$ cat config.mk
export PLATFORM = sky130hd
export DESIGN_NAME = aud_regen_calc
export DESIGN_NICKNAME = d
export VERILOG_FILES = /design/src/rtl/aud_regen_pkg.sv /design/src/rtl/aud_regen_gcd.sv /design/src/rtl/aud_regen_div.sv /design/src/rtl/aud_regen_mul.sv /design/src/rtl/aud_regen_calc.sv
export SDC_FILE = /design/constraint.sdc
export NUM_CORES = 2
export LEC_CHECK = 0
export BUFFER_PORTS_ARGS = -buffer_cell sky130_fd_sc_hd__buf_2
export CAP_MARGIN = 25
export CORE_ASPECT_RATIO = 1.25
export CORE_MARGIN = 3
export CORE_UTILIZATION = 30
export DETAILED_ROUTE_END_ITERATION = 10
export GPL_TIMING_DRIVEN = 1
export SLEW_MARGIN = 20
export SYNTH_ARGS = -nofsm -noshare
export SYNTH_HDL_FRONTEND = slang
export SYNTH_SLANG_ARGS = --single-unit
export TNS_END_PERCENT = 5
$ cat constraint.sdc
create_clock -name clk -period 5.7 [get_ports clk]
set_clock_uncertainty 0.15 [all_clocks]
set_input_delay 0.855 -clock clk [delete_from_list [all_inputs] [get_ports clk]]
set_output_delay 0.855 -clock clk [all_outputs]
set_load 0.02 [all_outputs]
$ cat src/rtl/aud_regen_pkg.sv
package aud_regen_pkg;

    typedef enum logic [1:0] {
        FAM_NONE = 2'd0,
        FAM_32K  = 2'd1,
        FAM_44K1 = 2'd2,
        FAM_48K  = 2'd3
    } fam_e;

    typedef struct packed {
        fam_e       fam;
        logic [2:0] mult;
        logic [1:0] shamt;
    } rate_class_t;

    localparam int unsigned DEFAULT_FS_HZ = 48000;
    localparam int unsigned TARGET_DIV    = 1000;
    localparam int unsigned FS_SCALE_SH   = 7;
    localparam int unsigned CTS_ALIGN_SH  = 12;

    function automatic rate_class_t classify_rate(input logic [31:0] fs);
        rate_class_t c;
        c.fam   = FAM_32K;
        c.mult  = 3'd1;
        c.shamt = 2'd0;
        case (fs)
            32'd44100:  c.fam = FAM_44K1;
            32'd48000:  c.fam = FAM_48K;
            32'd88200:  begin c.fam = FAM_44K1; c.mult = 3'd2; c.shamt = 2'd1; end
            32'd96000:  begin c.fam = FAM_48K;  c.mult = 3'd2; c.shamt = 2'd1; end
            32'd176400: begin c.fam = FAM_44K1; c.mult = 3'd4; c.shamt = 2'd2; end
            32'd192000: begin c.fam = FAM_48K;  c.mult = 3'd4; c.shamt = 2'd2; end
            default:    ;
        endcase
        return c;
    endfunction

endpackage

$ cat src/rtl/aud_regen_gcd.sv
module aud_regen_gcd #(
    parameter int DW = 32
) (
    input  logic          clk,
    input  logic          rst_n,
    input  logic          start_i,
    input  logic [DW-1:0] a_i,
    input  logic [DW-1:0] b_i,
    output logic          done_o,
    output logic [DW-1:0] gcd_o
);
    localparam int KW = $clog2(DW + 1);

    typedef enum logic [1:0] {G_IDLE, G_ALIGN, G_LOOP} gstate_e;

    gstate_e       st_r;
    logic [DW-1:0] a_r, b_r;
    logic [KW-1:0] k_r;

    // Binary method: strip common twos, then shift/subtract until equal.
    always_ff @(posedge clk or negedge rst_n) begin
        if (!rst_n) begin
            st_r   <= G_IDLE;
            a_r    <= '0;
            b_r    <= '0;
            k_r    <= '0;
            done_o <= 1'b0;
            gcd_o  <= '0;
        end else begin
            done_o <= 1'b0;
            if (start_i) begin
                a_r  <= a_i;
                b_r  <= b_i;
                k_r  <= '0;
                st_r <= G_ALIGN;
            end else begin
                unique case (st_r)
                    G_IDLE: ;
                    G_ALIGN: begin
                        if (!a_r[0] && !b_r[0]) begin
                            a_r <= a_r >> 1;
                            b_r <= b_r >> 1;
                            k_r <= k_r + KW'(1);
                        end else begin
                            st_r <= G_LOOP;
                        end
                    end
                    G_LOOP: begin
                        if (a_r == b_r) begin
                            gcd_o  <= a_r << k_r;
                            done_o <= 1'b1;
                            st_r   <= G_IDLE;
                        end else if (!a_r[0]) begin
                            a_r <= a_r >> 1;
                        end else if (!b_r[0]) begin
                            b_r <= b_r >> 1;
                        end else if (a_r > b_r) begin
                            a_r <= a_r - b_r;
                        end else begin
                            b_r <= b_r - a_r;
                        end
                    end
                    default: st_r <= G_IDLE;
                endcase
            end
        end
    end
endmodule

$ cat src/rtl/aud_regen_div.sv
module aud_regen_div #(
    parameter int DW = 32
) (
    input  logic          clk,
    input  logic          rst_n,
    input  logic          start_i,
    input  logic [DW-1:0] dvd_i,
    input  logic [DW-1:0] dvs_i,
    output logic          done_o,
    output logic [DW-1:0] quo_o
);
    localparam int CW = $clog2(DW + 1);

    logic [DW-1:0] rem_r, dvs_r;
    logic [CW-1:0] cnt_r;
    logic          run_r;
    logic [DW:0]   shifted, trial;
    logic          fits;

    always_comb begin
        shifted = {rem_r, quo_o[DW-1]};
        trial   = shifted - {1'b0, dvs_r};
        fits    = !trial[DW];
    end

    // Restoring division, one quotient bit per cycle, DW cycles.
    always_ff @(posedge clk or negedge rst_n) begin
        if (!rst_n) begin
            rem_r  <= '0;
            dvs_r  <= '0;
            cnt_r  <= '0;
            run_r  <= 1'b0;
            done_o <= 1'b0;
            quo_o  <= '0;
        end else begin
            done_o <= 1'b0;
            if (start_i) begin
                quo_o <= dvd_i;
                rem_r <= '0;
                dvs_r <= dvs_i;
                cnt_r <= CW'(DW);
                run_r <= 1'b1;
            end else if (run_r) begin
                rem_r <= fits ? trial[DW-1:0] : shifted[DW-1:0];
                quo_o <= {quo_o[DW-2:0], fits};
                cnt_r <= cnt_r - CW'(1);
                if (cnt_r == CW'(1)) begin
                    run_r  <= 1'b0;
                    done_o <= 1'b1;
                end
            end
        end
    end
endmodule

$ cat src/rtl/aud_regen_mul.sv
module aud_regen_mul #(
    parameter int DW = 32
) (
    input  logic          clk,
    input  logic          rst_n,
    input  logic          start_i,
    input  logic [DW-1:0] a_i,
    input  logic [DW-1:0] b_i,
    output logic          done_o,
    output logic [DW-1:0] prod_o
);
    localparam int CW = $clog2(DW + 1);

    logic [DW-1:0] mc_r, mp_r;
    logic [CW-1:0] cnt_r;
    logic          run_r;

    // Shift-add multiply keeping the low DW bits of the product.
    always_ff @(posedge clk or negedge rst_n) begin
        if (!rst_n) begin
            mc_r   <= '0;
            mp_r   <= '0;
            cnt_r  <= '0;
            run_r  <= 1'b0;
            done_o <= 1'b0;
            prod_o <= '0;
        end else begin
            done_o <= 1'b0;
            if (start_i) begin
                prod_o <= '0;
                mc_r   <= a_i;
                mp_r   <= b_i;
                cnt_r  <= CW'(DW);
                run_r  <= 1'b1;
            end else if (run_r) begin
                if (mp_r[0]) prod_o <= prod_o + mc_r;
                mc_r  <= mc_r << 1;
                mp_r  <= mp_r >> 1;
                cnt_r <= cnt_r - CW'(1);
                if (cnt_r == CW'(1)) begin
                    run_r  <= 1'b0;
                    done_o <= 1'b1;
                end
            end
        end
    end
endmodule

$ cat src/rtl/aud_regen_calc.sv
module aud_regen_calc
    import aud_regen_pkg::*;
#(
    parameter int FS_W = 18,
    parameter int DW   = 32,
    parameter int CH_W = 4
) (
    input  logic            clk,
    input  logic            rst_n,
    input  logic            start_i,
    input  logic [FS_W-1:0] fs_hz_i,
    input  logic [DW-1:0]   pclk_hz_i,
    input  logic [CH_W-1:0] chan_i,
    output logic            busy_o,
    output logic            done_o,
    output logic            err_o,
    output logic [DW-1:0]   n_o,
    output logic [DW-1:0]   cts_o,
    output logic [1:0]      fam_o,
    output logic [31:0]     acr_ctl_o,
    output logic [1:0]      aud_ctl2_o
);
    localparam logic [CH_W-1:0] STEREO = CH_W'(2);

    typedef enum logic [4:0] {
        S_IDLE, S_CHECK,
        S_GCD_GO, S_GCD_WAIT,
        S_DN_GO, S_DN_WAIT,
        S_DC_GO, S_DC_WAIT,
        S_DT_GO, S_DT_WAIT,
        S_DM_GO, S_DM_WAIT,
        S_MN_GO, S_MN_WAIT,
        S_MC_GO, S_MC_WAIT,
        S_PACK, S_FINISH
    } state_e;

    state_e        state_r, state_n;
    logic [DW-1:0] fs_r, pclk_r, g_r, nred_r, cred_r, t_r, mul_r, nfin_r, cfin_r;
    logic          wide_r;
    logic [DW-1:0] n0_w;
    logic          bad_w;

    logic          gcd_done, div_done, mul_done, div_start, mul_start;
    logic [DW-1:0] gcd_res, div_q, mul_p;
    logic [DW-1:0] div_a, div_b, mul_a, mul_b;

    rate_class_t   pack_cls;
    logic [31:0]   pack_ctl;

    assign n0_w   = fs_r << FS_SCALE_SH;
    assign bad_w  = (fs_r == '0) || (pclk_r == '0);
    assign busy_o = (state_r != S_IDLE);

    // Operand steering for the shared divider and multiplier.
    always_comb begin
        div_start = 1'b0;
        div_a     = '0;
        div_b     = DW'(1);
        mul_start = 1'b0;
        mul_a     = '0;
        mul_b     = '0;
        unique case (state_r)
            S_DN_GO: begin div_start = 1'b1; div_a = n0_w;   div_b = g_r; end
            S_DC_GO: begin div_start = 1'b1; div_a = pclk_r; div_b = g_r; end
            S_DT_GO: begin div_start = 1'b1; div_a = n0_w;   div_b = DW'(TARGET_DIV); end
            S_DM_GO: begin
                div_start = 1'b1;
                div_a     = t_r + nred_r - DW'(1);
                div_b     = nred_r;
            end
            S_MN_GO: begin mul_start = 1'b1; mul_a = nred_r; mul_b = mul_r; end
            S_MC_GO: begin mul_start = 1'b1; mul_a = cred_r; mul_b = mul_r; end
            default: ;
        endcase
    end

    aud_regen_gcd #(.DW(DW)) u_gcd (
        .clk     (clk),
        .rst_n   (rst_n),
        .start_i (state_r == S_GCD_GO),
        .a_i     (n0_w),
        .b_i     (pclk_r),
        .done_o  (gcd_done),
        .gcd_o   (gcd_res)
    );

    aud_regen_div #(.DW(DW)) u_div (
        .clk     (clk),
        .rst_n   (rst_n),
        .start_i (div_start),
        .dvd_i   (div_a),
        .dvs_i   (div_b),
        .done_o  (div_done),
        .quo_o   (div_q)
    );

    aud_regen_mul #(.DW(DW)) u_mul (
        .clk     (clk),
        .rst_n   (rst_n),
        .start_i (mul_start),
        .a_i     (mul_a),
        .b_i     (mul_b),
        .done_o  (mul_done),
        .prod_o  (mul_p)
    );

    // Classification and control-word packing.
    always_comb begin
        pack_cls        = classify_rate(32'(fs_r));
        pack_ctl        = '0;
        pack_ctl[31]    = 1'b1;
        pack_ctl[8]     = 1'b1;
        pack_ctl[18:16] = pack_cls.mult;
        pack_ctl[5:4]   = pack_cls.fam;
        pack_ctl[1:0]   = 2'b11;
    end

    // State register.
    always_ff @(posedge clk or negedge rst_n) begin
        if (!rst_n) state_r <= S_IDLE;
        else        state_r <= state_n;
    end

    // Next-state logic.
    always_comb begin
        state_n = state_r;
        unique case (state_r)
            S_IDLE:     if (start_i) state_n = S_CHECK;
            S_CHECK:    state_n = bad_w ? S_FINISH : S_GCD_GO;
            S_GCD_GO:   state_n = S_GCD_WAIT;
            S_GCD_WAIT: if (gcd_done) state_n = S_DN_GO;
            S_DN_GO:    state_n = S_DN_WAIT;
            S_DN_WAIT:  if (div_done) state_n = S_DC_GO;
            S_DC_GO:    state_n = S_DC_WAIT;
            S_DC_WAIT:  if (div_done) state_n = S_DT_GO;
            S_DT_GO:    state_n = S_DT_WAIT;
            S_DT_WAIT:  if (div_done) state_n = S_DM_GO;
            S_DM_GO:    state_n = S_DM_WAIT;
            S_DM_WAIT:  if (div_done) state_n = S_MN_GO;
            S_MN_GO:    state_n = S_MN_WAIT;
            S_MN_WAIT:  if (mul_done) state_n = S_MC_GO;
            S_MC_GO:    state_n = S_MC_WAIT;
            S_MC_WAIT:  if (mul_done) state_n = S_PACK;
            S_PACK:     state_n = S_FINISH;
            S_FINISH:   state_n = S_IDLE;
            default:    state_n = S_IDLE;
        endcase
    end

    // Datapath and outputs.
    always_ff @(posedge clk or negedge rst_n) begin
        if (!rst_n) begin
            fs_r       <= '0;
            pclk_r     <= '0;
            wide_r     <= 1'b0;
            g_r        <= '0;
            nred_r     <= '0;
            cred_r     <= '0;
            t_r        <= '0;
            mul_r      <= '0;
            nfin_r     <= '0;
            cfin_r     <= '0;
            done_o     <= 1'b0;
            err_o      <= 1'b0;
            n_o        <= '0;
            cts_o      <= '0;
            fam_o      <= '0;
            acr_ctl_o  <= '0;
            aud_ctl2_o <= '0;
        end else begin
            done_o <= 1'b0;
            unique case (state_r)
                S_IDLE: begin
                    if (start_i) begin
                        pclk_r <= pclk_hz_i;
                        if (chan_i == '0) begin
                            fs_r   <= DW'(DEFAULT_FS_HZ);
                            wide_r <= 1'b0;
                        end else begin
                            fs_r   <= DW'(fs_hz_i);
                            wide_r <= (chan_i != STEREO);
                        end
                    end
                end
                S_CHECK: begin
                    err_o <= bad_w;
                    if (bad_w) begin
                        done_o     <= 1'b1;
                        n_o        <= '0;
                        cts_o      <= '0;
                        fam_o      <= '0;
                        acr_ctl_o  <= '0;
                        aud_ctl2_o <= '0;
                    end
                end
                S_GCD_WAIT: if (gcd_done) g_r    <= gcd_res;
                S_DN_WAIT:  if (div_done) nred_r <= div_q;
                S_DC_WAIT:  if (div_done) cred_r <= div_q;
                S_DT_WAIT:  if (div_done) t_r    <= div_q;
                S_DM_WAIT:  if (div_done) mul_r  <= div_q;
                S_MN_WAIT:  if (mul_done) nfin_r <= mul_p;
                S_MC_WAIT:  if (mul_done) cfin_r <= mul_p;
                S_PACK: begin
                    done_o     <= 1'b1;
                    n_o        <= nfin_r >> pack_cls.shamt;
                    cts_o      <= cfin_r << CTS_ALIGN_SH;
                    fam_o      <= pack_cls.fam;
                    acr_ctl_o  <= pack_ctl;
                    aud_ctl2_o <= {wide_r, 1'b1};
                end
                default: ;
            endcase
        end
    end
endmodule

==> metrics.md <==
| Metric | Value |
|---|---|
| Area of the multi-input gates | between 0.02 and 0.025 mm2 |
| Async S/R FF share, synth | 1.00 |
| Largest area contributor in the netlist | dfrtp_1 |
| Sw Pwr | 2.21 mW |
| # port buffers | 124 |
| Yosys top cell area share | 0.411 |
| Share of layout cells above drive strength 1 | 0.139 |
| Final GP Congestion | ~0.93 |
| Outcome | finished, final reports clean |
| HPWL after detailed placement | approximately 87000 um |
| Post-synthesis cell area | 0.0391 mm2 |
| Area Growth Syn to Fin | 12.8% |
| Combinational group share of total power | 0.014 |
| Yosys reg bits | ~640 |
| Main synth FF type | dfrtp_1 |
| CP max stage delay | 0.80 ns |
| Die extent in x | 329 um |
| CP max FO | 25 |
| Cts bufs inserted | between 70 and 80 |
| Clock Path Buffers | 3 |
| CP top delay family | compound AO/OA/AOI/OAI gates |
| Tcrit/Tclk final | 0.820 |
| PnR worst setup slack | 1.03 ns |
| Critical path depth in cells | 12 |
| Grt total ovfl | 0 |
| Critical path type | flip-flop to flip-flop |
| Avg Cell Area, Syn | about 9.1 um2 |
| Most frequent cells after synthesis | dfrtp_1, nand2_1, o21ai_0 |
| Vias/cell | 5.28 |
| RSZ-0062 raised after global routing | false |
| Nets | 4528 |
| Slew @ Worst Pin | 1.03 ns |
| DRC Markers | 0 |
| Final Hold Fails | 0 |
| Synth warnings | 0 |
| Die Area | about 0.13 mm2 |
| Initial DRC count | 2346 |
| Skew-Pair Late Insertion Delay | ~0.65 ns |
| Core Footprint | 0.129 mm2 |
| CP arrival | 5.05 ns |
| DR vias | 31973 |
| Die height | 410 um |
| Worst Setup Start Kind | flip-flop |
| Register-to-Register Path Depth | 12 |
| Fmax | 214 MHz |
| Sequential share of power | 0.452 |
| Post-Route WL | between 100000 and 150000 um |
| Setup Total Neg Slack | 0 ns |
| Row count | 147 |
| Routed len/inst | a little under 20 um |
| Post-route ant nets | 0 |
| # hold bufs at CTS | 0 |
| Total GRT Usage | 0.174 |
| H-tree level count | 3 |
| Largest net degree at the start of global routing | 122 |
| Fin crit period | 4.67 ns |
| Hold WC Path Type | input port to async pin |
| Post_cts resized | 0 |
| Critical path's slowest cell | o21a_1 |
| Vias in the first global route | 31585 |
| TritonRoute pass-1 iters | 6 |
| First-pass GRT wire length | ~190000 um |
| CP endpoint kind | flip-flop |
| TritonCTS clock tree | yes |
| Clock-pin transition on the worst setup and hold timing paths | around 0.06 ns |
| Power share of the clock group | 0.534 |
| Register area share after synthesis | 0.411 |
| Top-count cell post-synth | dfrtp_1 |
| Slew headroom | 0.316 |
| Critical path required time | about 6.1 ns |
| # fillers | around 13000 |
| CP cell instances | ha_1 -> nand4_1 -> or2_2 -> nor4_4 -> o2bb2ai_1 -> a21oi_4 -> buf_4 -> nor2_2 -> nor2_4 -> o21a_1 -> a221oi_1 -> a211oi_1 |
| Peak VDD IR | ~180 uV |
| Initial antenna violation count | 3 |
| Final setup fails | 0 |
| Max-slew violation count | 0 |
| Power Density | 229 mW/mm2 |
| Postcts setup bufs | 0 |
| Mapped Cells | 4283 |
| Pint | 7.88 mW |
| # clock sinks | 642 |
| FF+latch area | 0.0161 mm2 |
| Initial core utilization | 0.303 |
| CTS Root Cell | clkbuf_16 |
| Post-synth EDFFs | 0 |
| I/O pins | 160 |
| Sw Ratio | 0.219 |
| Crit path buffers/inverters | 1 |
| Post-place setup slack | 1.20 ns |
| Largest cells by area after synthesis | dfrtp_1, ha_1, mux2_2, nand2_1, o21ai_0 |
| Max Cap Violations | 0 |
| Leakage power | between 20 and 25 nW |
| Post-synth cell types | 93 |
## logic make-up after synthesis
| logic type | Yosys count | share of synthesized area |
|---|---|---|
| fa+ha+maj | 201 | 0.0652 |
| other cells | 1 | 0.0000958 |
| mux | 339 | 0.101 |
| xor+xnor | 147 | 0.0331 |
| simple gates | 1161 | 0.136 |
| compound gates | 1180 | 0.189 |
| flops | 642 | 0.411 |
| buf+inv | 612 | 0.0649 |
## path summary, 6_finish.rpt
| check | from | endpoint | slack, ns |
|---|---|---|---|
| min in group clk | pclk_hz_i[30] | pclk_r[30] | 0.29 |
| hold / removal | rst_n | pclk_r[8] | 0.07 |
| max in group asynchronous | rst_n | nred_r[25] | 4.10 |
| hold reg to reg | cfin_r[6] | cts_o[18] | 0.32 |
| setup reg to reg | u_gcd.a_r[26] | u_gcd.a_r[25] | 1.03 |
| setup / recovery | u_gcd.a_r[26] | u_gcd.a_r[25] | 1.03 |
## layer usage
metal	global-route usage	vias up	share of wire
met5	0	-	0
met3	0.0265	222	0.055
li1	-	15144	-
met4	0.0641	0	0.037
met1	0.229	15679	0.44
met2	0.287	928	0.47
## stage by stage
stage	hold slack [ns]	std cells	util	power (mW)	area, um2
floorplan	0.283	4317	-	4.68	39300
global placement	0.304	5901	0.320	4.79	41200
detailed placement	0.311	5902	0.320	4.79	41300
CTS	0.0878	6046	0.342	10.2	44100
global route	0.0971	6049	0.342	10.4	44100
finish	0.0680	6050	0.342	10.1	44100
## cell type report
cell class | instances | area share
repair buffers | 186 | 0.0265
clock buffers | 110 | 0.0522
well taps | 1713 | 0.0486
inverters | 300 | 0.0255
flip-flops and latches | 642 | 0.364
clock inverters | 34 | 0.0117
diodes | 2 | 0.000113
multi-input cells | 3063 | 0.471
## power groups by stage
stage                     registers, mW  logic (mW)  clock network (mW)
after detailed placement           4.64       0.152                   0
after CTS                          4.56       0.152                5.51
after floorplan                    4.64      0.0423                   0
final                              4.56       0.145                5.38
after global routing               4.55       0.169                5.70
after global placement             4.64       0.151                   0
## worst register-to-register path: cells and delay by family, from the launching register on
kind / cells / cell delay [ns]
and+or+nand+nor: 5 / 1.53
adders and majority gates: 1 / 0.60
buffers and inverters: 1 / 0.27
DFF: 1 / 0.46
AOI/OAI and AO/OA: 5 / 1.55
## cells in the final DEF, fill, tap and decap left out, types with 12 or more instances in the layout
| cell type | Yosys | final |
|---|---|---|
| dfrtp_1 | 642 | 638 |
| nand4_1 | 34 | 34 |
| and3_1 | 30 | 30 |
| nor2_1 | 223 | 215 |
| xnor2_1 | 91 | 91 |
| o21ai_0 | 354 | 354 |
| nand2_1 | 502 | 500 |
| o31ai_1 | 22 | 22 |
| a222oi_1 | 38 | 38 |
| buf_4 | 46 | 55 |
| inv_1 | 298 | 298 |
| mux4_2 | 24 | 24 |
| clkbuf_16 | 0 | 79 |
| nor2b_1 | 43 | 43 |
| a221oi_1 | 17 | 17 |
| a21o_1 | 89 | 89 |
| mux2i_1 | 121 | 121 |
| or3_1 | 16 | 15 |
| o21a_1 | 18 | 18 |
| mux2_2 | 194 | 194 |
| nand3b_1 | 12 | 12 |
| o221ai_1 | 15 | 15 |
| o21bai_1 | 21 | 21 |
| a31oi_1 | 34 | 34 |
| nand2b_1 | 33 | 33 |
| xor2_1 | 55 | 55 |
| nor3_1 | 69 | 64 |
| conb_1 | 1 | 35 |
| o211ai_1 | 35 | 35 |
| a211oi_1 | 82 | 82 |
| a22oi_1 | 13 | 13 |
| nand3_1 | 119 | 117 |
| nor4_1 | 24 | 23 |
| ha_1 | 196 | 196 |
| o22ai_1 | 36 | 36 |
| a21oi_1 | 311 | 311 |
| buf_2 | 33 | 123 |
| and2_1 | 14 | 14 |
| clkbuf_8 | 0 | 21 |
No activity file was read; power rests on OpenSTA's default activity.
